$ cat src/rtl/wdg_pkg.sv
package wdg_pkg;
  localparam int BIT_SVC  = 0;
  localparam int BIT_EN   = 1;
  localparam int BIT_LOCK = 2;
  localparam int BIT_SEL  = 3;
  localparam int BIT_FLAG = 5;

  typedef struct packed {
    logic       flag;
    logic [1:0] sel;
    logic       lock;
    logic       en;
  } wdg_ctl_t;
endpackage

$ cat src/rtl/wdg_prescale.sv
module wdg_prescale #(
  parameter int TICKS_PER_MS = 1000
) (
  input  logic clk,
  input  logic clr,
  input  logic us_tick,
  output logic ms_tick
);
  localparam int PRE_W = (TICKS_PER_MS > 1) ? $clog2(TICKS_PER_MS) : 1;
  localparam logic [PRE_W-1:0] PRE_LAST = PRE_W'(TICKS_PER_MS - 1);

  logic [PRE_W-1:0] pre_q;

  assign ms_tick = us_tick && !clr && (pre_q == PRE_LAST);

  always_ff @(posedge clk) begin
    if (clr)
      pre_q <= '0;
    else if (us_tick)
      pre_q <= (pre_q == PRE_LAST) ? '0 : pre_q + 1'b1;
  end

  assert_pre_bound_R2: assert property (@(posedge clk) disable iff (clr)
    pre_q <= PRE_LAST);
endmodule

$ cat src/rtl/wdg_count.sv
module wdg_count #(
  parameter int BASE_MS = 1
) (
  input  logic       clk,
  input  logic       clr,
  input  logic       ms_tick,
  input  logic [1:0] sel,
  output logic       expire
);
  localparam int CNT_W = $clog2(BASE_MS * 64 + 1);

  logic [CNT_W-1:0] cnt_q;
  logic [CNT_W-1:0] lim_m1;
  logic             expire_q;

  assign lim_m1 = (CNT_W'(BASE_MS) << {sel, 1'b0}) - 1'b1;
  assign expire = expire_q;

  always_ff @(posedge clk) begin
    if (clr) begin
      cnt_q    <= '0;
      expire_q <= 1'b0;
    end else begin
      expire_q <= 1'b0;
      if (ms_tick) begin
        if (cnt_q == lim_m1) begin
          cnt_q    <= '0;
          expire_q <= 1'b1;
        end else begin
          cnt_q <= cnt_q + 1'b1;
        end
      end
    end
  end

  assert_idle_clear_R3: assert property (@(posedge clk)
    clr |=> (cnt_q == '0 && !expire_q));
endmodule

$ cat src/rtl/wdg_ctrl.sv
module wdg_ctrl
  import wdg_pkg::*;
#(
  parameter int              ADDR_W   = 4,
  parameter logic [ADDR_W-1:0] REG_ADDR = '0
) (
  input  logic              clk,
  input  logic              ext_rst,
  input  logic              wd_rst,
  input  logic              expire,
  input  logic [ADDR_W-1:0] bus_addr,
  input  logic              bus_wr,
  input  logic [15:0]       bus_wdata,
  output wdg_ctl_t          ctl,
  output logic              svc,
  output logic [15:0]       bus_rdata
);
  wdg_ctl_t    ctl_q;
  logic        hit;
  logic        wr_ok;
  logic [15:0] word;
  logic        unused_wbits;

  assign hit          = (bus_addr == REG_ADDR);
  assign wr_ok        = hit && bus_wr && !wd_rst && !ext_rst;
  assign svc          = wr_ok && bus_wdata[BIT_SVC];
  assign ctl          = ctl_q;
  assign unused_wbits = ^{bus_wdata[15:6], bus_wdata[BIT_FLAG]};

  always_comb begin
    word                = '0;
    word[BIT_EN]        = ctl_q.en;
    word[BIT_LOCK]      = ctl_q.lock;
    word[BIT_SEL +: 2]  = ctl_q.sel;
    word[BIT_FLAG]      = ctl_q.flag;
  end

  always_ff @(posedge clk) begin
    if (ext_rst || wd_rst) begin
      ctl_q.en   <= 1'b0;
      ctl_q.lock <= 1'b0;
      ctl_q.sel  <= 2'b00;
    end else if (wr_ok) begin
      ctl_q.en   <= bus_wdata[BIT_EN];
      ctl_q.lock <= ctl_q.lock | bus_wdata[BIT_LOCK];
      ctl_q.sel  <= bus_wdata[BIT_SEL +: 2];
    end
  end

  always_ff @(posedge clk) begin
    if (ext_rst)
      ctl_q.flag <= 1'b0;
    else if (expire)
      ctl_q.flag <= 1'b1;
  end

  always_ff @(posedge clk) begin
    if (ext_rst)
      bus_rdata <= '0;
    else
      bus_rdata <= hit ? word : 16'h0000;
  end

  assert_lock_sticky_R4: assert property (@(posedge clk) disable iff (ext_rst)
    (ctl_q.lock && !wd_rst) |=> ctl_q.lock);
  assert_flag_sticky_R7: assert property (@(posedge clk) disable iff (ext_rst)
    ctl_q.flag |=> ctl_q.flag);
  assert_rdata_reserved_R1: assert property (@(posedge clk) disable iff (ext_rst)
    (bus_rdata[15:6] == '0) && !bus_rdata[BIT_SVC]);
  assert_hold_in_reset_R8: assert property (@(posedge clk) disable iff (ext_rst)
    wd_rst |=> (!ctl_q.en && !ctl_q.lock && ctl_q.sel == 2'b00));
endmodule

$ cat src/rtl/wdg_pulse.sv
module wdg_pulse #(
  parameter int RST_LEN = 16,
  parameter bit USE_IRQ = 1'b1
) (
  input  logic clk,
  input  logic ext_rst,
  input  logic expire,
  output logic rst_o,
  output logic irq_o
);
  localparam int LEFT_W = (RST_LEN > 1) ? $clog2(RST_LEN) : 1;

  logic [LEFT_W-1:0] left_q;
  logic              rst_q;

  assign rst_o = rst_q;

  always_ff @(posedge clk) begin
    if (ext_rst) begin
      rst_q  <= 1'b0;
      left_q <= '0;
    end else if (expire) begin
      rst_q  <= 1'b1;
      left_q <= LEFT_W'(RST_LEN - 1);
    end else if (rst_q) begin
      if (left_q == '0)
        rst_q <= 1'b0;
      else
        left_q <= left_q - 1'b1;
    end
  end

  generate
    if (USE_IRQ) begin : g_irq
      logic irq_q;
      always_ff @(posedge clk) begin
        if (ext_rst) irq_q <= 1'b0;
        else         irq_q <= expire;
      end
      assign irq_o = irq_q;
    end else begin : g_no_irq
      assign irq_o = 1'b0;
    end
  endgenerate

  assert_irq_with_rst_R6: assert property (@(posedge clk) disable iff (ext_rst)
    irq_o |-> rst_o);
  assert_rst_from_expire_R6: assert property (@(posedge clk) disable iff (ext_rst)
    $rose(rst_o) |-> $past(expire));
endmodule

$ cat src/rtl/svc_watchdog.sv
module svc_watchdog
  import wdg_pkg::*;
#(
  parameter int                TICKS_PER_MS = 1000,
  parameter int                BASE_MS      = 1,
  parameter int                RST_LEN      = 16,
  parameter bit                USE_IRQ      = 1'b1,
  parameter int                ADDR_W       = 4,
  parameter logic [ADDR_W-1:0] REG_ADDR     = 4'hC
) (
  input  logic              clk,
  input  logic              ext_rst,
  input  logic              us_tick,
  input  logic [ADDR_W-1:0] bus_addr,
  input  logic              bus_wr,
  input  logic [15:0]       bus_wdata,
  output logic [15:0]       bus_rdata,
  output logic              wd_rst_o,
  output logic              wd_irq_o
);
  wdg_ctl_t ctl;
  logic     svc;
  logic     expire;
  logic     ms_tick;
  logic     cnt_clr;

  assign cnt_clr = ext_rst || wd_rst_o || svc || !(ctl.en || ctl.lock);

  wdg_ctrl #(.ADDR_W(ADDR_W), .REG_ADDR(REG_ADDR)) ctrl_i (
    .clk(clk), .ext_rst(ext_rst), .wd_rst(wd_rst_o), .expire(expire),
    .bus_addr(bus_addr), .bus_wr(bus_wr), .bus_wdata(bus_wdata),
    .ctl(ctl), .svc(svc), .bus_rdata(bus_rdata)
  );

  wdg_prescale #(.TICKS_PER_MS(TICKS_PER_MS)) pre_i (
    .clk(clk), .clr(cnt_clr), .us_tick(us_tick), .ms_tick(ms_tick)
  );

  wdg_count #(.BASE_MS(BASE_MS)) cnt_i (
    .clk(clk), .clr(cnt_clr), .ms_tick(ms_tick), .sel(ctl.sel), .expire(expire)
  );

  wdg_pulse #(.RST_LEN(RST_LEN), .USE_IRQ(USE_IRQ)) pulse_i (
    .clk(clk), .ext_rst(ext_rst), .expire(expire),
    .rst_o(wd_rst_o), .irq_o(wd_irq_o)
  );

  assert_flag_on_fire_R7: assert property (@(posedge clk) disable iff (ext_rst)
    $rose(wd_rst_o) |-> ctl.flag);
  assert_quiet_when_off_R3: assert property (@(posedge clk) disable iff (ext_rst)
    (!ctl.en && !ctl.lock && !wd_rst_o) |=> !$rose(wd_rst_o));
endmodule

$ cat config.mk
export PLATFORM = sky130hd
export DESIGN_NAME = svc_watchdog
export DESIGN_NICKNAME = d
export VERILOG_FILES = /design/src/rtl/wdg_pkg.sv /design/src/rtl/wdg_prescale.sv /design/src/rtl/wdg_count.sv /design/src/rtl/wdg_ctrl.sv /design/src/rtl/wdg_pulse.sv /design/src/rtl/svc_watchdog.sv
export SDC_FILE = /design/constraint.sdc
export NUM_CORES = 1
export LEC_CHECK = 0
export BUFFER_PORTS_ARGS = -buffer_cell sky130_fd_sc_hd__buf_4
export CORE_ASPECT_RATIO = 2
export CORE_MARGIN = 5
export CORE_UTILIZATION = 51
export DETAILED_ROUTE_END_ITERATION = 16
export GPL_TIMING_DRIVEN = 0
export PLACE_DENSITY = 0.83
export SLEW_MARGIN = 10
export SYNTH_ARGS = -nofsm -noshare
export SYNTH_HDL_FRONTEND = slang
export SYNTH_SLANG_ARGS = --single-unit
$ cat constraint.sdc
create_clock -name clk -period 2.4 [get_ports clk]
set_input_delay 0.12 -clock clk [delete_from_list [all_inputs] [get_ports clk]]
set_output_delay 0.12 -clock clk [all_outputs]
set_load 0.01 [all_outputs]
======== After elaboration in Yosys (flattened, before gate mapping) ========
Cells that the tools add are included.
Widths: inputs -> output; s select.
word-level totals
  register bits after elaboration ......... 45
  input bits .............................. 24
  logic and storage cells ................. 52
cells by class
  $add $sub $neg .......................... 4
  equality and inequality tests ........... 4
  shift-type cells ........................ 1
  mux-type cells .......................... 9
  bitwise logic cells ..................... 3
  reduce and logical (&&, ||, !) cells .... 19
operator list
  operator               count
  $mux 4                 3
  $add 10x1->10 const B  1
  $eq 10x10->1 const B   1
  $mux 10                1
  $add 7x1->7 const B    1
  $eq 7x7->1             1
  $mux 7                 1
  $shl 1x3->7 const A    1
  $sub 7x1->7 const B    1
  $logic_and 1x1->1      6
  $eq 4x4->1 const B     1
  $logic_not 1->1        4
  $logic_not 4->1        1
  $logic_or 1x1->1       4
  $mux 1                 4
  $reduce_or 2->1        2
  $sub 4x1->4 const B    1
  $ne 2x2->1 const B     1
  $not 1->1              2
  $reduce_and 2->1       1
  $reduce_bool 2->1      1
  $or 1x1->1             1

======== Depth between registers and ports, before layout ========
  depth after elaboration ................. 12
  mapped depth ............................ 8

======== Hierarchy ========
A second synthesis with hierarchy kept.
unflattened totals
  cell total of the unflattened synthesis .. 172
  area total of the unflattened synthesis .. 1,611.5 sq um
modules (own cells, without submodules)
  module        instances  cells an instance  area an instance (sq um)  seq. area each (sq um)
  wdg_prescale  1          53                 509.2                     200.2
  wdg_ctrl      1          46                 425.4                     200.2
  wdg_count     1          42                 400.4                     160.2
  wdg_pulse     1          29                 261.5                     120.1
  svc_watchdog  1          2                  15.0                      0.0

======== Worst setup path before layout ========
No wires, ideal clock.
  path type ............................... register to register
  from .................................... register pre_i.pre_q[0]
  to ...................................... register cnt_i.cnt_q[6]
  setup time .............................. 0.077 ns
  data arrival time ....................... 1.896 ns
  setup slack ............................. 0.427 ns
  stages on the path, launching flop included .. 7
  path through ............................ dfxtp_1 -> ha_1 -> nand3_1 -> or4_4 -> or3_1 -> or3b_1 -> a21oi_1
between the ends
  longest elaborated chain between the ends .. 2
ends and longest elaborated chain
  what                      line                text
  start: declaration        wdg_prescale.sv:12  logic [PRE_W-1:0] pre_q;
  start signal: assignment  wdg_prescale.sv:20  pre_q <= (pre_q == PRE_LAST) ? '0 : pre_q + 1'b1;
  $eq 10x10->1              wdg_prescale.sv:14  assign ms_tick = us_tick && !clr && (pre_q == PRE_LAST);
  $logic_and 1x1->1         wdg_prescale.sv:14
  end signal: assignment    wdg_count.sv:30     cnt_q <= cnt_q + 1'b1;
  end: declaration          wdg_count.sv:12     logic [CNT_W-1:0] cnt_q;
No other way between the ends.
A chain may end at the register's enable or synchronous reset.

======== Final worst setup path ========
Ends and elaborated chain as after synthesis.

==> impl_metrics.csv <==
group,metric,value,unit
run_status,outcome,"finished clean",
synthesis,syn_area_per_cell,8.58,um^2
critical_path,slowest_stage,"or4_4",
sta,finalHoldViolCount,0,
pwr,total_power,1.12,mW
sta,rsz0062_at_grt,"false",
sta,tns,0,ns
floorplanning,die_h,88.3,um
global_routing,grt_pass1_wl,5110,um
critical_path,worstPathBufferInverterCount,0,
drt,vias_per_cell,5.12,
drt,wl,2830,um
floorplanning,fp.dieW,49.1,um
floorplanning,placementRows,28,
critical_path,cp_top_family,"simple AND/OR/NAND/NOR gates",
critical_path,end_kind,"flop",
synthesis,syn_area,1560,um^2
drt,detail_route.first_pass.iterations,4,
drt,drt_iter0_drc,19,
sta,max_freq,473,MHz
cells_and_area,nNetsFinal,246,
synthesis,yosysUniqueCellTypes,36,
critical_path,slowest_delay,0.46,ns
synthesis,synthArstFlopShare,0,%
critical_path,start_kind,"flop",
global_routing,grt_pass1_vias,1220,
global_routing,grt-ovfl-total,0,
sta,slew_headroom,41.8,%
pwr,pwr_density_cell,595,nW/um^2
cells_and_area,area_growth,20.8,%
placement,gp_congestion,0.816,
floorplanning,ios,42,
drt,vias,1276,
clock_network,htree_num_levels,2,
critical_path,critPathKind,"reg -> reg",
global_routing,grtUsageTotal,14.7,%
floorplanning,die_area,4340,um^2
synthesis,ys_ff_latch,34,
cells_and_area,diodes,0,
sta,setup_violations,0,
drt,antenna_left,0,
sta,min_period_over_period,88.1,%
sta,tightest_slew,0.873,ns
clock_network,cts_hold_buf,0,
clock_network,clock_sinks,34,
critical_path,cp_max_fo,5,
cells_and_area,final_common_cell,"dfxtp_1",
synthesis,yosysSeqAreaShare,43.6,%
run,max_cap_violations,0,
hold_path,hp-class,"in -> reg",
floorplanning,core,2940,um^2
critical_path,r2r_cells,6,
global_routing,grt_antenna_before_repair,0,
synthesis,synth_edf_count,0,
synthesis,ys_top_cells_by_area,"dfxtp_1, buf_4, nor2_1",
clock_network,postCtsResizedCells,0,
synthesis,syn_inst,182,
clock_network,clk_path_buf_depth,2,
pwr,p_leak,0.787,nW
placement,io_buffers,19,
hold_path,whs_path_depth,2,
synthesis,ys.flop_type,"dfxtp_1",
sta,min_period,2.12,ns
sta,drv_slew,0,
clock_network,cts_tree,"yes",
clock_network,cts_post_setup_buffers_inserted,0,
global_routing,grt_max_degree,11,
drt,wire_per_inst,11.3,um
pwr,ir_drop,0.482,mV
synthesis,yosysTopAreaCell,"dfxtp_1",
synthesis,yosys_warnings,0,
placement,dp_hpwl,2160,um
clock_network,cts_buffers,5,
clock_network,cts-root-buf,"clkbuf_8",
cells_and_area,layout_common_cells,"dfxtp_1, buf_4, nor2_1",
clock_network,clk_latency,0.28,ns
floorplanning,start_util,53.1,%
cells_and_area,drive_gt1_share,18.7,%
critical_path,arrival,2.32,ns
clock_network,clkTransAtPathRegs,0.07,ns
cells_and_area,fill_cells,258,
critical_path,cp_cell_sequence,"ha_1 -> nand3_1 -> or4_4 -> or3_1 -> or3b_1 -> a21oi_1",
sta,finClkSkew,0.00866,ns
drt,drc_errors,0,
critical_path,cp.required,2.60,ns
synthesis,synth.top_cell.area_share,43.6,%
critical_path,cp.depth,6,
routing by layer:
metal | global-route usage (%) | vias to the layer above | wire, um | share of wire, %
met5 | 0 | - | 0 | 0
met3 | 3.71 | 2 | 134 | 4.7
met1 | 14.7 | 581 | 1080 | 38
met4 | 6.62 | 0 | 31 | 1.1
met2 | 27.7 | 24 | 1580 | 56
li1 | - | 669 | - | -
report_power, final:
part | switching (mW) | internal, mW | leakage [nW]
Combinational | 0.0261 | 0.0314 | 0.461
Sequential | 0.00114 | 0.565 | 0.274
Clock | 0.188 | 0.310 | 0.0524
Total | 0.215 | 0.907 | 0.787
synthesized netlist by cell type, types with 2 or more instances:
library cell,count
dfxtp_1,34
nor2_1,21
nand2_1,18
buf_4,11
nand3_1,11
a21oi_1,10
nor3_1,8
xnor2_1,7
inv_1,6
xor2_1,6
and2_1,5
a31oi_1,4
clkbuf_1,4
ha_1,4
mux2i_1,4
a211oi_1,2
nand2b_1,2
nand4_1,2
nor2b_1,2
nor3b_1,2
o21ai_0,2
or2_2,2
or3_1,2
final cells by class:
class                   count  area [um^2]  area share [%]
multi-input cells         136          793            42.1
flip-flops and latches     34          681            36.1
repair buffers             19          143            7.56
plain buffers              16          103            5.44
clock buffers               7         76.3            4.05
well taps                  30         37.5            1.99
clock inverters             1         30.0            1.59
inverters                   6         22.5            1.19
sequential cells by signal (all words and copies together), names as in the netlist:
name / count
pre_i.pre_q: 10
cnt_i.cnt_q: 7
ctrl_i.bus_rdata: 5
ctrl_i.ctl: 5
pulse_i.left_q: 4
cnt_i.expire: 1
pulse_i.irq_o: 1
pulse_i.rst_o: 1
per-stage QoR:
stage | setup slack [ns] | area [um^2] | hold WS, ns | std cells | util (%)
2_1_floorplan | 0.427 | 1600 | 0.199 | 192 | -
3_3_place_gp | 0.196 | 1780 | 0.326 | 241 | 60.5
3_5_place_dp | 0.173 | 1780 | 0.328 | 241 | 60.5
4_1_cts | 0.280 | 1890 | 0.0332 | 249 | 64.1
5_1_grt | 0.169 | 1890 | 0.0428 | 249 | 64.1
6_report | 0.285 | 1890 | 0.0418 | 249 | 64.1
worst reg2reg max path: cells and delay by family (launching register included):
family / cells / cell delay (ns)
and+or+nand+nor: 4 / 1.34
DFF: 1 / 0.37
adders and majority gates: 1 / 0.21
AOI/OAI and AO/OA: 1 / 0.13
worst paths after layout:
path         slack [ns]           start        endpoint
max                0.28  pre_i.pre_q[0]  cnt_i.cnt_q[6]
min                0.04         ext_rst   ctrl_i.ctl[3]
max reg2reg        0.28  pre_i.pre_q[0]  cnt_i.cnt_q[6]
min reg2reg        0.48   ctrl_i.ctl[4]   ctrl_i.ctl[4]
logic make-up after synthesis:
logic type | share of synthesized area [%]
AND/OR/NAND/NOR | 27.6
flip-flops | 43.6
buffers and inverters | 8.01
AO/OA/AOI/OAI | 7.45
XOR/XNOR | 7.29
adder cells (fa/ha/maj) | 3.21
multiplexers | 2.56
other | 0.240
Note: power is estimated with default switching activity, not from simulation.
